$ cat src/rtl/canmob_pkg.sv
package canmob_pkg;

  typedef enum logic [2:0] {
    EV_TXOK = 3'd0,
    EV_RXOK = 3'd1,
    EV_BERR = 3'd2,
    EV_SERR = 3'd3,
    EV_CERR = 3'd4,
    EV_FERR = 3'd5,
    EV_AERR = 3'd6,
    EV_RSVD = 3'd7
  } ev_kind_e;

  localparam int STAT_W   = 8;
  localparam int B_DLCW   = 7;
  localparam int B_TXOK   = 6;
  localparam int B_RXOK   = 5;
  localparam int B_BERR   = 4;
  localparam int B_SERR   = 3;
  localparam int B_CERR   = 2;
  localparam int B_FERR   = 1;
  localparam int B_AERR   = 0;

  // flags allowed to request an interrupt
  localparam logic [STAT_W-1:0] IRQ_CAPABLE = 8'b0111_1110;

endpackage

$ cat src/rtl/canmob_pick.sv
module canmob_pick #(
  parameter int N = 15
) (
  input  logic [N-1:0] req,
  output logic [N-1:0] grant,
  output logic         any
);

  logic found;

  always_comb begin
    grant = '0;
    found = 1'b0;
    for (int i = 0; i < N; i++) begin
      if (req[i] && !found) begin
        grant[i] = 1'b1;
        found    = 1'b1;
      end
    end
  end

  assign any = |req;


  always_comb begin
    grant_onehot_chk: assert ($onehot0(grant));
  end

endmodule

$ cat src/rtl/canmob_route.sv
module canmob_route
  import canmob_pkg::*;
#(
  parameter int NOBJ        = 15,
  parameter int POS_W       = 3,
  parameter int TX_DONE_BIT = 6,
  parameter int RX_DONE_BIT = 5
) (
  input  logic              clk,
  input  logic              rst,
  input  logic              ev_valid,
  input  logic [2:0]        ev_kind,
  input  logic              ev_eof,
  input  logic [POS_W-1:0]  ev_pos,
  input  logic [NOBJ-1:0]   ev_objs,
  output logic [NOBJ-1:0]   obj_hit,
  output logic [STAT_W-1:0] set_bits,
  output logic              rx_load
);

  ev_kind_e        kind;
  logic            accept;
  logic            any_req;
  logic [NOBJ-1:0] grant;
  logic            at_tx_end;
  logic            at_rx_end;

  assign kind      = ev_kind_e'(ev_kind);
  assign at_tx_end = ev_eof && (ev_pos == POS_W'(TX_DONE_BIT));
  assign at_rx_end = ev_eof && (ev_pos == POS_W'(RX_DONE_BIT));

  canmob_pick #(.N(NOBJ)) pick_i (
    .req   (ev_objs),
    .grant (grant),
    .any   (any_req)
  );

  always_comb begin
    accept   = 1'b0;
    set_bits = '0;
    case (kind)
      EV_TXOK: begin accept = at_tx_end; set_bits[B_TXOK] = 1'b1; end
      EV_RXOK: begin accept = at_rx_end; set_bits[B_RXOK] = 1'b1; end
      EV_BERR: begin accept = 1'b1;      set_bits[B_BERR] = 1'b1; end
      EV_SERR: begin accept = 1'b1;      set_bits[B_SERR] = 1'b1; end
      EV_CERR: begin accept = 1'b1;      set_bits[B_CERR] = 1'b1; end
      EV_FERR: begin accept = 1'b1;      set_bits[B_FERR] = 1'b1; end
      EV_AERR: begin accept = 1'b1;      set_bits[B_AERR] = 1'b1; end
      default: begin accept = 1'b0;      set_bits = '0;           end
    endcase
  end

  assign obj_hit = (ev_valid && accept && any_req) ? grant : '0;
  assign rx_load = ev_valid && accept && any_req && (kind == EV_RXOK);


  tx_pos_chk: assert property (@(posedge clk) disable iff (rst)
    (ev_valid && ev_kind == 3'd0 && !(ev_eof && ev_pos == POS_W'(TX_DONE_BIT)))
      |-> (obj_hit == '0));


  rx_pos_chk: assert property (@(posedge clk) disable iff (rst)
    (ev_valid && ev_kind == 3'd1 && !(ev_eof && ev_pos == POS_W'(RX_DONE_BIT)))
      |-> (obj_hit == '0 && !rx_load));


  hit_in_mask_chk: assert property (@(posedge clk) disable iff (rst)
    ((obj_hit & ~ev_objs) == '0) && $onehot0(obj_hit));

endmodule

$ cat src/rtl/canmob_bank.sv
module canmob_bank
  import canmob_pkg::*;
#(
  parameter int NOBJ  = 15,
  parameter int DLC_W = 4,
  parameter int SELW  = 4
) (
  input  logic                         clk,
  input  logic                         rst,
  input  logic [NOBJ-1:0]              obj_hit,
  input  logic [STAT_W-1:0]            set_bits,
  input  logic                         rx_load,
  input  logic [DLC_W-1:0]             ev_dlc,
  input  logic [SELW-1:0]              sw_sel,
  input  logic                         sw_rd,
  input  logic                         sw_wr_stat,
  input  logic                         sw_wr_dlc,
  input  logic [STAT_W-1:0]            sw_wdata,
  output logic [NOBJ-1:0][STAT_W-1:0]  stat_all,
  output logic [STAT_W-1:0]            rd_stat,
  output logic [DLC_W-1:0]             rd_dlc
);

  localparam logic [STAT_W-1:0] DLCW_MASK = STAT_W'(1) << B_DLCW;

  logic [NOBJ-1:0][DLC_W-1:0] dlc_all;
  logic                       sel_ok;

  assign sel_ok = (int'(sw_sel) < NOBJ);

  for (genvar g = 0; g < NOBJ; g++) begin : g_obj
    logic              sel_g;
    logic [STAT_W-1:0] stat_r;
    logic [STAT_W-1:0] snap_r;
    logic [DLC_W-1:0]  dlc_r;
    logic [STAT_W-1:0] set_g;
    logic [STAT_W-1:0] keep_g;

    assign sel_g  = sel_ok && (sw_sel == SELW'(g));
    assign set_g  = obj_hit[g]
                  ? (set_bits | ((rx_load && ev_dlc != dlc_r) ? DLCW_MASK : '0))
                  : '0;
    assign keep_g = (sel_g && sw_wr_stat) ? (sw_wdata | ~snap_r) : '1;

    // status byte: no reset, events win over the clear
    always_ff @(posedge clk) begin
      stat_r <= (stat_r & keep_g) | set_g;
    end

    always_ff @(posedge clk) begin
      if (obj_hit[g] && rx_load) dlc_r <= ev_dlc;
      else if (sel_g && sw_wr_dlc) dlc_r <= sw_wdata[DLC_W-1:0];
    end

    always_ff @(posedge clk) begin
      if (rst) snap_r <= '0;
      else if (sel_g && sw_rd) snap_r <= stat_r;
      else if (sel_g && sw_wr_stat) snap_r <= '0;
    end

    assign stat_all[g] = stat_r;
    assign dlc_all[g]  = dlc_r;


    event_sticks_chk: assert property (@(posedge clk) disable iff (rst)
      obj_hit[g] |=> ((stat_r & $past(set_bits)) == $past(set_bits)));


    clear_seen_chk: assert property (@(posedge clk) disable iff (rst)
      (sel_g && sw_wr_stat && !obj_hit[g])
        |=> ((stat_r & ~$past(sw_wdata) & $past(snap_r)) == '0));


    dlc_load_chk: assert property (@(posedge clk) disable iff (rst)
      (obj_hit[g] && rx_load) |=> (dlc_r == $past(ev_dlc)));
  end

  always_ff @(posedge clk) begin
    if (rst) begin
      rd_stat <= '0;
      rd_dlc  <= '0;
    end else if (sw_rd && sel_ok) begin
      rd_stat <= stat_all[sw_sel];
      rd_dlc  <= dlc_all[sw_sel];
    end
  end

endmodule

$ cat src/rtl/canmob_irq.sv
module canmob_irq
  import canmob_pkg::*;
#(
  parameter int NOBJ = 15
) (
  input  logic                        clk,
  input  logic                        rst,
  input  logic [NOBJ-1:0][STAT_W-1:0] stat_all,
  input  logic [NOBJ-1:0]             obj_ien,
  output logic                        irq
);

  logic [NOBJ-1:0] pend;

  for (genvar g = 0; g < NOBJ; g++) begin : g_pend
    assign pend[g] = obj_ien[g] && (|(stat_all[g] & IRQ_CAPABLE));
  end

  always_ff @(posedge clk) begin
    if (rst) irq <= 1'b0;
    else     irq <= |pend;
  end


  irq_reset_chk: assert property (@(posedge clk) rst |=> !irq);


  irq_masked_chk: assert property (@(posedge clk) disable iff (rst)
    (obj_ien == '0) |=> !irq);

endmodule

$ cat src/rtl/canmob_status.sv
module canmob_status
  import canmob_pkg::*;
#(
  parameter int NOBJ        = 15,
  parameter int DLC_W       = 4,
  parameter int POS_W       = 3,
  parameter int TX_DONE_BIT = 6,
  parameter int RX_DONE_BIT = 5,
  localparam int SELW       = $clog2(NOBJ)
) (
  input  logic              clk,
  input  logic              rst,
  input  logic              ev_valid,
  input  logic [2:0]        ev_kind,
  input  logic              ev_eof,
  input  logic [POS_W-1:0]  ev_pos,
  input  logic [NOBJ-1:0]   ev_objs,
  input  logic [DLC_W-1:0]  ev_dlc,
  input  logic [SELW-1:0]   sw_sel,
  input  logic              sw_rd,
  input  logic              sw_wr_stat,
  input  logic              sw_wr_dlc,
  input  logic [STAT_W-1:0] sw_wdata,
  input  logic [NOBJ-1:0]   obj_ien,
  output logic [STAT_W-1:0] rd_stat,
  output logic [DLC_W-1:0]  rd_dlc,
  output logic              irq
);

  logic [NOBJ-1:0]             obj_hit;
  logic [STAT_W-1:0]           set_bits;
  logic                        rx_load;
  logic [NOBJ-1:0][STAT_W-1:0] stat_all;

  canmob_route #(
    .NOBJ(NOBJ), .POS_W(POS_W),
    .TX_DONE_BIT(TX_DONE_BIT), .RX_DONE_BIT(RX_DONE_BIT)
  ) route_i (
    .clk(clk), .rst(rst),
    .ev_valid(ev_valid), .ev_kind(ev_kind), .ev_eof(ev_eof),
    .ev_pos(ev_pos), .ev_objs(ev_objs),
    .obj_hit(obj_hit), .set_bits(set_bits), .rx_load(rx_load)
  );

  canmob_bank #(.NOBJ(NOBJ), .DLC_W(DLC_W), .SELW(SELW)) bank_i (
    .clk(clk), .rst(rst),
    .obj_hit(obj_hit), .set_bits(set_bits), .rx_load(rx_load), .ev_dlc(ev_dlc),
    .sw_sel(sw_sel), .sw_rd(sw_rd), .sw_wr_stat(sw_wr_stat),
    .sw_wr_dlc(sw_wr_dlc), .sw_wdata(sw_wdata),
    .stat_all(stat_all), .rd_stat(rd_stat), .rd_dlc(rd_dlc)
  );

  canmob_irq #(.NOBJ(NOBJ)) irq_i (
    .clk(clk), .rst(rst),
    .stat_all(stat_all), .obj_ien(obj_ien), .irq(irq)
  );

endmodule

$ cat config.mk
export PLATFORM = sky130hd
export DESIGN_NAME = canmob_status
export DESIGN_NICKNAME = d
export VERILOG_FILES = /design/src/rtl/canmob_pkg.sv /design/src/rtl/canmob_pick.sv /design/src/rtl/canmob_route.sv /design/src/rtl/canmob_bank.sv /design/src/rtl/canmob_irq.sv /design/src/rtl/canmob_status.sv
export SDC_FILE = /design/constraint.sdc
export NUM_CORES = 1
export LEC_CHECK = 0
export ABC_AREA = 1
export BUFFER_PORTS_ARGS = -buffer_cell sky130_fd_sc_hd__buf_2
export CORE_UTILIZATION = 62
export DETAILED_ROUTE_END_ITERATION = 10
export GPL_TIMING_DRIVEN = 1
export PLACE_DENSITY = 0.9
export SYNTH_ARGS = -nofsm -noshare
export SYNTH_HDL_FRONTEND = slang
export SYNTH_SLANG_ARGS = --single-unit
$ cat constraint.sdc
create_clock -name clk -period 2.4 [get_ports clk]
set_input_delay 0.48 -clock clk [delete_from_list [all_inputs] [get_ports clk]]
set_output_delay 0.48 -clock clk [all_outputs]
set_load 0.01 [all_outputs]
==> qor.txt, run 1 <==
dpl hpwl - 34000 um
fmax - 481 MHz
combinational share of power - 9.4%
Area after DPL - 16100 sq um
setup bufs post-CTS - 0
Die H - 157 um
CTS root buf - clkbuf_16
Tot Pwr - 11700 uW
core area - 23500 sq um
#FFs+latches synth - 313
max-capacitance violation count - 0
ys async rst share - 0%
reg-to-reg endpoint - bank_i.rd_stat[0]
crit path to - bank_i.g_obj[1].dlc_r[1]
vias in the first global route - 14300
clock share of power - 43.4%
post-synthesis cell type count - 40
relative slew slack - 34.1%
n_diodes - 0
first-pass GRT wire length - 76100 um
final cycle utilization of the critical path - 86.6%
DRT antenna net count - 0
Mapped Cells - 1937
total die area - 24700 sq um
largest net degree at the start of global routing - 106
Synth Cell Area - 14900 sq um
routed vias/inst - 6.36
top cells by count, synth - nand2_1, dfxtp_1, inv_1
Syn Nets - 1996
DR DRC count - 0
sequential share of power - 47.2%
Max Fanout on Critical Path - 22
Final Hold Viols - 0
final max-slew violation count - 0
initial drt markers - 2145
minimum clock period - 2.08 ns
Min-Delay Path Class - in -> reg
VDD IR max - 572 uV
CTS tree - yes
clock skew - 0.0249 ns
sequential share of the synthesized area - 46.0%
Crit Path Class - in -> reg
initial antenna violation count - 1
die width - 157 um
synthesis-to-finish area growth - 15.2%
DRT Pass-1 Iters - 6
H-tree depth - 2
wire length per cell - 20.8 um
net switching power - 2990 uW
synth warn - 0
final setup fails - 0
Sw Ratio - 25.6%
Layout Nets - 2115
most common cell in the netlist - nand2_1
most used flip-flop cell after synthesis - dfxtp_1
Post-CTS Resized - 0
share of cells above drive strength 1 - 12.9%
number of hold buffers added after cts - 0
Max Root-Sink Buffers - 3
Startpoint Class - primary input
gr usage total - 40.4%
vias - 15200
crit path capture type - register
final WL - 49900 um
Power Dens Cells - 680 nW/um^2
crit path DAT - 2.24 ns
syn avg cell area - 7.71 sq um
clk slew on worst S/H paths - 0.06 ns
Synth area leader - dfxtp_1
status - finished clean
CP required - 2.56 ns
Synth area leaders - dfxtp_1, nand2_1, edfxtp_1
Hold Path Stages - 2
R2R Path Start - bank_i.g_obj[2].stat_r[0]
Worst Tran Pin Value - 0.989 ns
RePlAce Congestion - 0.977
Internal Power - 8720 uW
reg-to-reg setup timing slack - 0.83 ns
Buffers on Ports - 71
Synth top area share - 33.9%
reg2reg path depth - 6
Row Count - 56
RSZ-0062 raised after global routing - false
grt ovf - 0
initial core utilization - 63.5%
worst-skew pair later-pin latency - 0.54 ns
clk sinks - 313
Top Ports - 72
TritonCTS Buffers - 34
Critical path origin - ev_kind[2]
Leakage - 0.00675 uW
final instance area - 17200 sq um
EDFF count, synth - 60
-- worst max-delay path, cell delays in order --
cell and delay, ns:
buf_2 0.13, nor2_4 0.17, nand2_4 0.06, nand2_1 0.08
nand3_2 0.08, nand2_2 0.08, nand2_1 0.08, nor2_4 0.51
nand3_2 0.24, o21ai_0 0.32
-- worst min-delay path by stage --
stage                               from                   endpoint  slack, ns
2_1_floorplan  bank_i.g_obj[0].snap_r[0]  bank_i.g_obj[0].snap_r[0]       0.44
3_3_place_gp   bank_i.g_obj[2].snap_r[5]  bank_i.g_obj[2].snap_r[5]       0.44
3_5_place_dp   bank_i.g_obj[1].snap_r[5]  bank_i.g_obj[1].snap_r[5]       0.45
4_1_cts                              rst                  irq_i.irq       0.30
5_1_grt                              rst                  irq_i.irq       0.31
6_report                             rst  bank_i.g_obj[3].snap_r[4]       0.30
-- cell type report --
| cell class | instances | area, sq um |
|---|---|---|
| timing repair buffer | 171 | 1170 |
| multi-input combinational | 1359 | 7050 |
| fill | 1658 | 6330 |
| clock buffer | 47 | 920 |
| sequential | 313 | 6870 |
| inverter | 177 | 664 |
| tap | 319 | 399 |
| clock inverter | 12 | 134 |
-- layout by cell type (no fill, tap or decap), types with 58 or more instances in the layout --
cell / netlist / final
o21ai_0: 89 / 89
inv_1: 173 / 173
nor3b_1: 58 / 58
nor2_1: 85 / 84
o31ai_1: 62 / 62
o22ai_1: 77 / 77
edfxtp_1: 60 / 60
dfxtp_1: 253 / 253
a21oi_1: 129 / 129
buf_4: 3 / 96
nand2_1: 562 / 562
buf_2: 12 / 70
-- flip-flops by register name, summed over array words and instances (netlist names) --
register             flops
irq_i.irq                1
bank_i.g_obj.dlc_r      60
bank_i.g_obj.stat_r    120
bank_i.g_obj.snap_r    120
bank_i.rd_dlc            4
bank_i.rd_stat           8
-- logic make-up after synthesis --
| family | Yosys count | synth area share, % |
|---|---|---|
| DFF | 313 | 46.0 |
| xor gates and xnor gates | 60 | 3.52 |
| AOI/OAI and AO/OA | 442 | 17.4 |
| and+or+nand+nor | 857 | 26.2 |
| buffers and inverters | 265 | 6.88 |
-- power groups by stage --
stage          logic, uW  clock network, uW  registers [uW]
4_1_cts             1040               5040            5530
3_3_place_gp        1000                  0            5640
6_report            1100               5080            5530
2_1_floorplan        602                  0            5630
3_5_place_dp        1030                  0            5640
5_1_grt             1140               5250            5540
-- through the flow --
stage,std cells,setup slack (ns),util (%),setup TNS (ns),hold slack [ns]
6_report,2398,0.321,73.1,0,0.303
5_1_grt,2398,0.195,73.1,0,0.311
4_1_cts,2398,0.00998,73.1,0,0.301
3_5_place_dp,2339,-0.530,68.6,-42.00,0.450
3_3_place_gp,2339,-0.404,68.6,-31.57,0.441
2_1_floorplan,1937,0.292,-,0,0.436
-- metal layers --
layer	wire length [um]	up-vias	track usage [%]
met5	13	-	0
met4	3350	2	23.5
met3	7330	299	10.6
met2	20900	1232	60.9
met1	18300	6919	52.2
li1	-	6790	-
No activity file was read; power rests on OpenSTA's default activity.
==> run 2: changes to the inputs <==
Settings changed: PLACE_DENSITY 0.9 to 0.8.
==> run 2 against run 1 <==
- clock power decreased by 4.9%
- critical path type unchanged
- largest cell class unchanged
- flip-flop and latch count unchanged
- global-route usage increased by 0.85 points
==> qor.txt, run 2 (synthesized netlist as in run 1, its figures left out) <==
RSZ-0062 raised after global routing - false (unchanged)
Worst Tran Pin Value - 0.915 ns (was 0.989 ns)
Post-CTS Resized - 0 (unchanged)
total die area - 24700 sq um (unchanged)
routed vias/inst - 6.22 (was 6.36)
Slowest Stage Delay on Critical Path - 0.45 ns (was 0.51 ns)
setup bufs post-CTS - 0 (unchanged)
clock skew - 0.00626 ns (was 0.0249 ns)
H-tree depth - 1 (was 2)
Leakage - 0.00685 uW (was 0.00675 uW)
# fillers - 1864 (was 1658)
status - finished clean (unchanged)
CTS root buf - clkbuf_16 (unchanged)
DR DRC count - 0 (unchanged)
TritonCTS Buffers - 31 (was 34)
largest net degree at the start of global routing - 48 (was 106)
Startpoint Class - primary input (unchanged)
worst-skew pair later-pin latency - 0.57 ns (was 0.54 ns)
relative slew slack - 39.0% (was 34.1%)
crit path DAT - 2.07 ns (was 2.24 ns)
max-capacitance violation count - 0 (unchanged)
vias in the first global route - 14000 (was 14300)
n_diodes - 0 (unchanged)
share of cells above drive strength 1 - 14.0% (was 12.9%)
Buffers on Ports - 71 (unchanged)
minimum clock period - 1.87 ns (was 2.08 ns)
Layout Nets - 2130 (was 2115)
Worst path slowest cell - nor2_2 (was nor2_4)
dpl hpwl - 35300 um (was 34000 um)
final WL - 50400 um (was 49900 um)
core area - 23500 sq um (unchanged)
final max-slew violation count - 0 (unchanged)
footprint of the multi-input gates - 7050 sq um (about the same)
Min-Delay Path Class - in -> reg (unchanged)
final setup fails - 0 (unchanged)
synthesis-to-finish area growth - 15.7% (was 15.2%)
CP required - 2.60 ns (was 2.56 ns)
Placed Cells - 2357 (was 2339)
crit path capture type - register (unchanged)
worst slack at placement - -0.00221 ns (was -0.530 ns)
number of hold buffers added after cts - 0 (unchanged)
CP cell instances - buf_2, nor2_1, nand2_1, nor2_1, nand2_1, inv_1, nor2_2, buf_4, nand3_2, o21ai_0 (was buf_2, nor2_4, nand2_4, nand2_1, nand3_2, nand2_2, nand2_1, nor2_4, nand3_2, o21ai_0)
wire length per cell - 20.9 um (was 20.8 um)
DRT antenna net count - 0 (unchanged)
VDD IR max - 753 uV (was 572 uV)
Power Dens Cells - 663 nW/um^2 (was 680 nW/um^2)
die width - 157 um (unchanged)
gr usage total - 41.2% (was 40.4%)
final cycle utilization of the critical path - 77.8% (was 86.6%)
FF/Latch Area - 6870 sq um (unchanged)
first-pass GRT wire length - 77100 um (was 76100 um)
DRT Pass-1 Iters - 6 (unchanged)
PnR worst setup slack - 0.533 ns (was 0.321 ns)
clk sinks - 313 (unchanged)
non-filler cells, final - 2414 (was 2398)
Row Count - 56 (unchanged)
clk slew on worst S/H paths - 0.06 ns (about the same)
initial antenna violation count - 2 (was 1)
most frequent cells in the layout - nand2_1, dfxtp_1, inv_1 (unchanged)
Max Fanout on Critical Path - 8 (was 22)
Die H - 157 um (unchanged)
CTS tree - yes (unchanged)
Final Hold Viols - 0 (unchanged)
vias - 15000 (was 15200)
RePlAce Congestion - 0.962 (was 0.977)
Max Root-Sink Buffers - 3 (unchanged)
grt ovf - 0 (unchanged)
CP bufs+invs - 3 (was 1)
Crit Path Class - in -> reg (unchanged)
biggest regs - bank_i.g_obj.snap_r: 120 flops, bank_i.g_obj.stat_r: 120 flops, bank_i.g_obj.dlc_r: 60 flops (unchanged)
initial core utilization - 63.5% (unchanged)
most common library cell in the layout ignoring fill and taps - nand2_1 (unchanged)
Top Ports - 72 (unchanged)
fmax - 535 MHz (was 481 MHz)
initial drt markers - 1879 (was 2145)
delay-heaviest family, CP - simple AND/OR/NAND/NOR gates (unchanged)
-- run 2: worst register-to-register path, stage by stage (launching register included) --
cell     delay [ns]
dfxtp_1        0.36
or2_2          0.31
o21ai_0        0.18
nand2_1        0.08
nor2_1         0.15
nand2_1        0.15
nor2_1         0.15
nor2_1         0.05
-- run 2: through the flow --
step	cell area (sq um)	hold slack, ns	util (%)	TNS, ns	power [uW]
after global routing	17300	0.285	73.5	0	11700
final	17300	0.279	73.5	0	11500
after detailed placement	16300	0.448	69.1	-0.00860	6690
after floorplan	14900	0.436	-	0	6230
after global placement	16300	0.441	69.1	0	6670
after CTS	17300	0.264	73.5	0	11400
-- run 2: layout make-up --
class | instances | share of cell area [%]
Inverter | 177 | 3.84
Tap cell | 319 | 2.31
Clock inverter | 11 | 0.326
Multi-Input combinational cell | 1359 | 40.8
Clock buffer | 46 | 5.58
Timing Repair Buffer | 189 | 7.48
Sequential cell | 313 | 39.7
-- run 2: worst paths after layout --
kind / from / to / slack (ns) / depth (start not counted)
setup reg to reg: bank_i.g_obj[10].stat_r[5] / irq_i.irq / 0.85 / 7
setup / recovery: ev_objs[4] / bank_i.g_obj[5].dlc_r[1] / 0.53 / 10
hold / removal: rst / bank_i.g_obj[3].snap_r[0] / 0.28 / 2
hold reg to reg: bank_i.g_obj[4].snap_r[6] / bank_i.g_obj[4].snap_r[6] / 0.46 / 2
-- run 2: layer usage --
metal	routed length (um)	track usage [%]	vias to the layer above
met5	27	0	-
met4	2350	18.0	4
met3	7010	8.70	191
met2	21300	62.7	1092
met1	19700	56.5	6905
li1	-	-	6831
-- run 2: where the power goes --
group / leakage [uW] / internal (uW) / switching (uW)
Clock: 0.000520 / 2760 / 2070
Combinational: 0.00374 / 345 / 755
Sequential: 0.00259 / 5460 / 72.2
Total: 0.00685 / 8570 / 2890
==> run 3: changes to the inputs <==
Settings changed: CORE_UTILIZATION 62 to 56, PLACE_DENSITY 0.8 to 0.77.
Clock period 2.4 ns to 1.5 ns, I/O delays scaled along.
==> run 3 against run 2 <==
- core utilization is 1.4 points lower
- cell count is 5.3% higher
- die area is 11% higher
- highest routed layer is now met4
- wire length is 5.1% higher
- first-iteration DRC count is 14% higher
- critical path type is now reg -> reg
- worst setup slack worse by 0.51 ns
- design area is 8.8% higher
- global-route usage is 2.6 points lower
- largest cell class unchanged
- worst hold slack worse by 0.12 ns
- count of clock-buffer cells in the layout is 1 lower
- clock power is 75% higher
- the run now ends with DRC left
- critical path depth is 3 lower
==> qor.txt, run 3 (synthesized netlist as in run 1, its figures left out) <==
status - complete, but fails checks (was finished clean)
failing checks - DRC
worst-skew pair later-pin latency - 0.52 ns (was 0.57 ns)
Final Hold Viols - 0 (unchanged)
fmax - 679 MHz
Max Root-Sink Buffers - 3 (unchanged)
CTS root buf - clkbuf_16 (unchanged)
hold slack final - 0.155 ns (was 0.279 ns)
Die H - 165 um (was 157 um)
most common library cell in the layout ignoring fill and taps - nand2_1 (unchanged)
gr usage total - 38.6% (was 41.2%)
vias in the first global route - 14700 (was 14000)
Layout Nets - 2240 (was 2130)
Power Dens Cells - 1030 nW/um^2 (was 663 nW/um^2)
Critical Path Most Common Cell - nor2_1
CP bufs+invs - 0 (was 3)
Max Fanout on Critical Path - 2 (was 8)
relative slew slack - 53.5% (was 39.0%)
number of hold buffers added after cts - 0 (unchanged)
footprint of the multi-input gates - 7330 sq um (was 7050 sq um)
H-tree depth - 2 (was 1)
crit path capture type - register (unchanged)
Buffers on Ports - 71 (unchanged)
Row Count - 59 (was 56)
Min-Delay Path Class - in -> reg (unchanged)
Worst path slowest cell - dfxtp_1 (was nor2_2)
CP required - 1.91 ns (was 2.60 ns)
Leakage - 0.00756 uW (was 0.00685 uW)
clock skew - 0.0220 ns (was 0.00626 ns)
n_diodes - 0 (unchanged)
CTS tree - yes (unchanged)
Tot Pwr - 19400 uW (was 11500 uW)
die width - 165 um (was 157 um)
TritonCTS Buffers - 34 (was 31)
FF/Latch Area - 6870 sq um (unchanged)
synthesis-to-finish area growth - 26.0% (was 15.7%)
first-pass GRT wire length - 80000 um (was 77100 um)
clk slew on worst S/H paths - 0.06 ns (about the same)
Worst Tran Pin Value - 0.693 ns (was 0.915 ns)
# fillers - 1961 (was 1864)
final setup fails - 0 (unchanged)
final cycle utilization of the critical path - 98.2%
Crit Path Class - reg -> reg (was in -> reg)
final max-slew violation count - 0 (unchanged)
largest net degree at the start of global routing - 49 (was 48)
dpl hpwl - 36700 um (was 35300 um)
VDD IR max - 869 uV (was 753 uV)
final WL - 53000 um (was 50400 um)
most frequent cells in the layout - nand2_1, dfxtp_1, buf_4 (was nand2_1, dfxtp_1, inv_1)
Top Ports - 72 (unchanged)
wire length per cell - 20.8 um (was 20.9 um)
vias - 15600 (was 15000)
Area after DPL - 17600 sq um (was 16300 sq um)
routed vias/inst - 6.15 (was 6.22)
RePlAce Congestion - 0.983 (was 0.962)
DRT Pass-1 Iters - 9 (was 6)
DR DRC count - 8 (was 0)
Slowest Stage Delay on Critical Path - 0.35 ns (was 0.45 ns)
total die area - 27300 sq um (was 24700 sq um)
delay-heaviest family, CP - simple AND/OR/NAND/NOR gates (unchanged)
final instance area - 18800 sq um (was 17300 sq um)
DRT antenna net count - 0 (unchanged)
minimum clock period - 1.47 ns
initial antenna violation count - 0 (was 2)
worst slack at placement - -0.630 ns (was -0.00221 ns)
PnR worst setup slack - 0.0273 ns (was 0.533 ns)
CP cell instances - or2_2, o21ai_1, nand2_1, nor2_1, nand2_1, nor2_1, nor2_1 (was buf_2, nor2_1, nand2_1, nor2_1, nand2_1, inv_1, nor2_2, buf_4, nand3_2, o21ai_0)
share of cells above drive strength 1 - 19.6% (was 14.0%)
initial drt markers - 2141 (was 1879)
clk sinks - 313 (unchanged)
Startpoint Class - register (was primary input)
crit path DAT - 1.88 ns (was 2.07 ns)
biggest regs - bank_i.g_obj.snap_r: 120 flops, bank_i.g_obj.stat_r: 120 flops, bank_i.g_obj.dlc_r: 60 flops (unchanged)
Placed Cells - 2475 (was 2357)
core area - 26100 sq um (was 23500 sq um)
initial core utilization - 57.2% (was 63.5%)
grt ovf - 0 (unchanged)
max-capacitance violation count - 0 (unchanged)
non-filler cells, final - 2541 (was 2414)
[run 3: layout make-up]
type | count | share of cell area (%)
Multi-Input combinational cell | 1359 | 38.9
Sequential cell | 313 | 36.5
Timing Repair Buffer | 296 | 12.9
Clock buffer | 45 | 5.01
Inverter | 177 | 3.54
Tap cell | 335 | 2.23
Clock inverter | 16 | 0.951
[run 3: worst reg2reg max path, cell delays in order, from the launching register on]
cell and delay, ns:
dfxtp_1 0.35, or2_2 0.29, o21ai_1 0.17, nand2_1 0.14, nor2_1 0.11, nand2_1 0.09
nor2_1 0.16, nor2_1 0.06
[run 3: final timing paths]
check | startpoint | end | slack, ns | cells past startpoint
min | rst | bank_i.g_obj[3].snap_r[1] | 0.16 | 2
max | bank_i.g_obj[10].stat_r[5] | irq_i.irq | 0.03 | 7
min reg2reg | bank_i.g_obj[0].snap_r[2] | bank_i.g_obj[0].snap_r[2] | 0.46 | 2
max reg2reg | bank_i.g_obj[10].stat_r[5] | irq_i.irq | 0.03 | 7
[run 3: through the flow]
step	TNS, ns	utilization (%)
finish	0	72.0
global route	-0.529	72.0
CTS	-0.429	71.6
detailed placement	-125.81	67.2
global placement	-108.46	67.2
floorplan	-22.58	-
[run 3: report_power, final]
group	leakage (uW)	internal, uW	switching (uW)
Combinational	0.00443	788	1340
Sequential	0.00259	8740	104
Clock	0.000549	4980	3480
Total	0.00756	14500	4920
[run 3: metal layers]
metal / up-vias / GRT usage (%) / share of wire, % / wire [um]
met5: - / 0 / 0 / 0
met2: 1138 / 59.3 / 43 / 22900
met1: 7193 / 50.7 / 38 / 20100
li1: 7041 / - / - / -
met3: 262 / 8.09 / 13 / 6700
met4: 0 / 21.4 / 6.1 / 3250
[run 3: what timing repair did]
| item | 4_1_cts | 5_1_grt |
|---|---|---|
| pin swaps | 1 | 7 |
| buffers inserted | 0 | 5 |
| gates resized for setup | 3 | 21 |
| setup endpoints to repair | 38 | 135 |
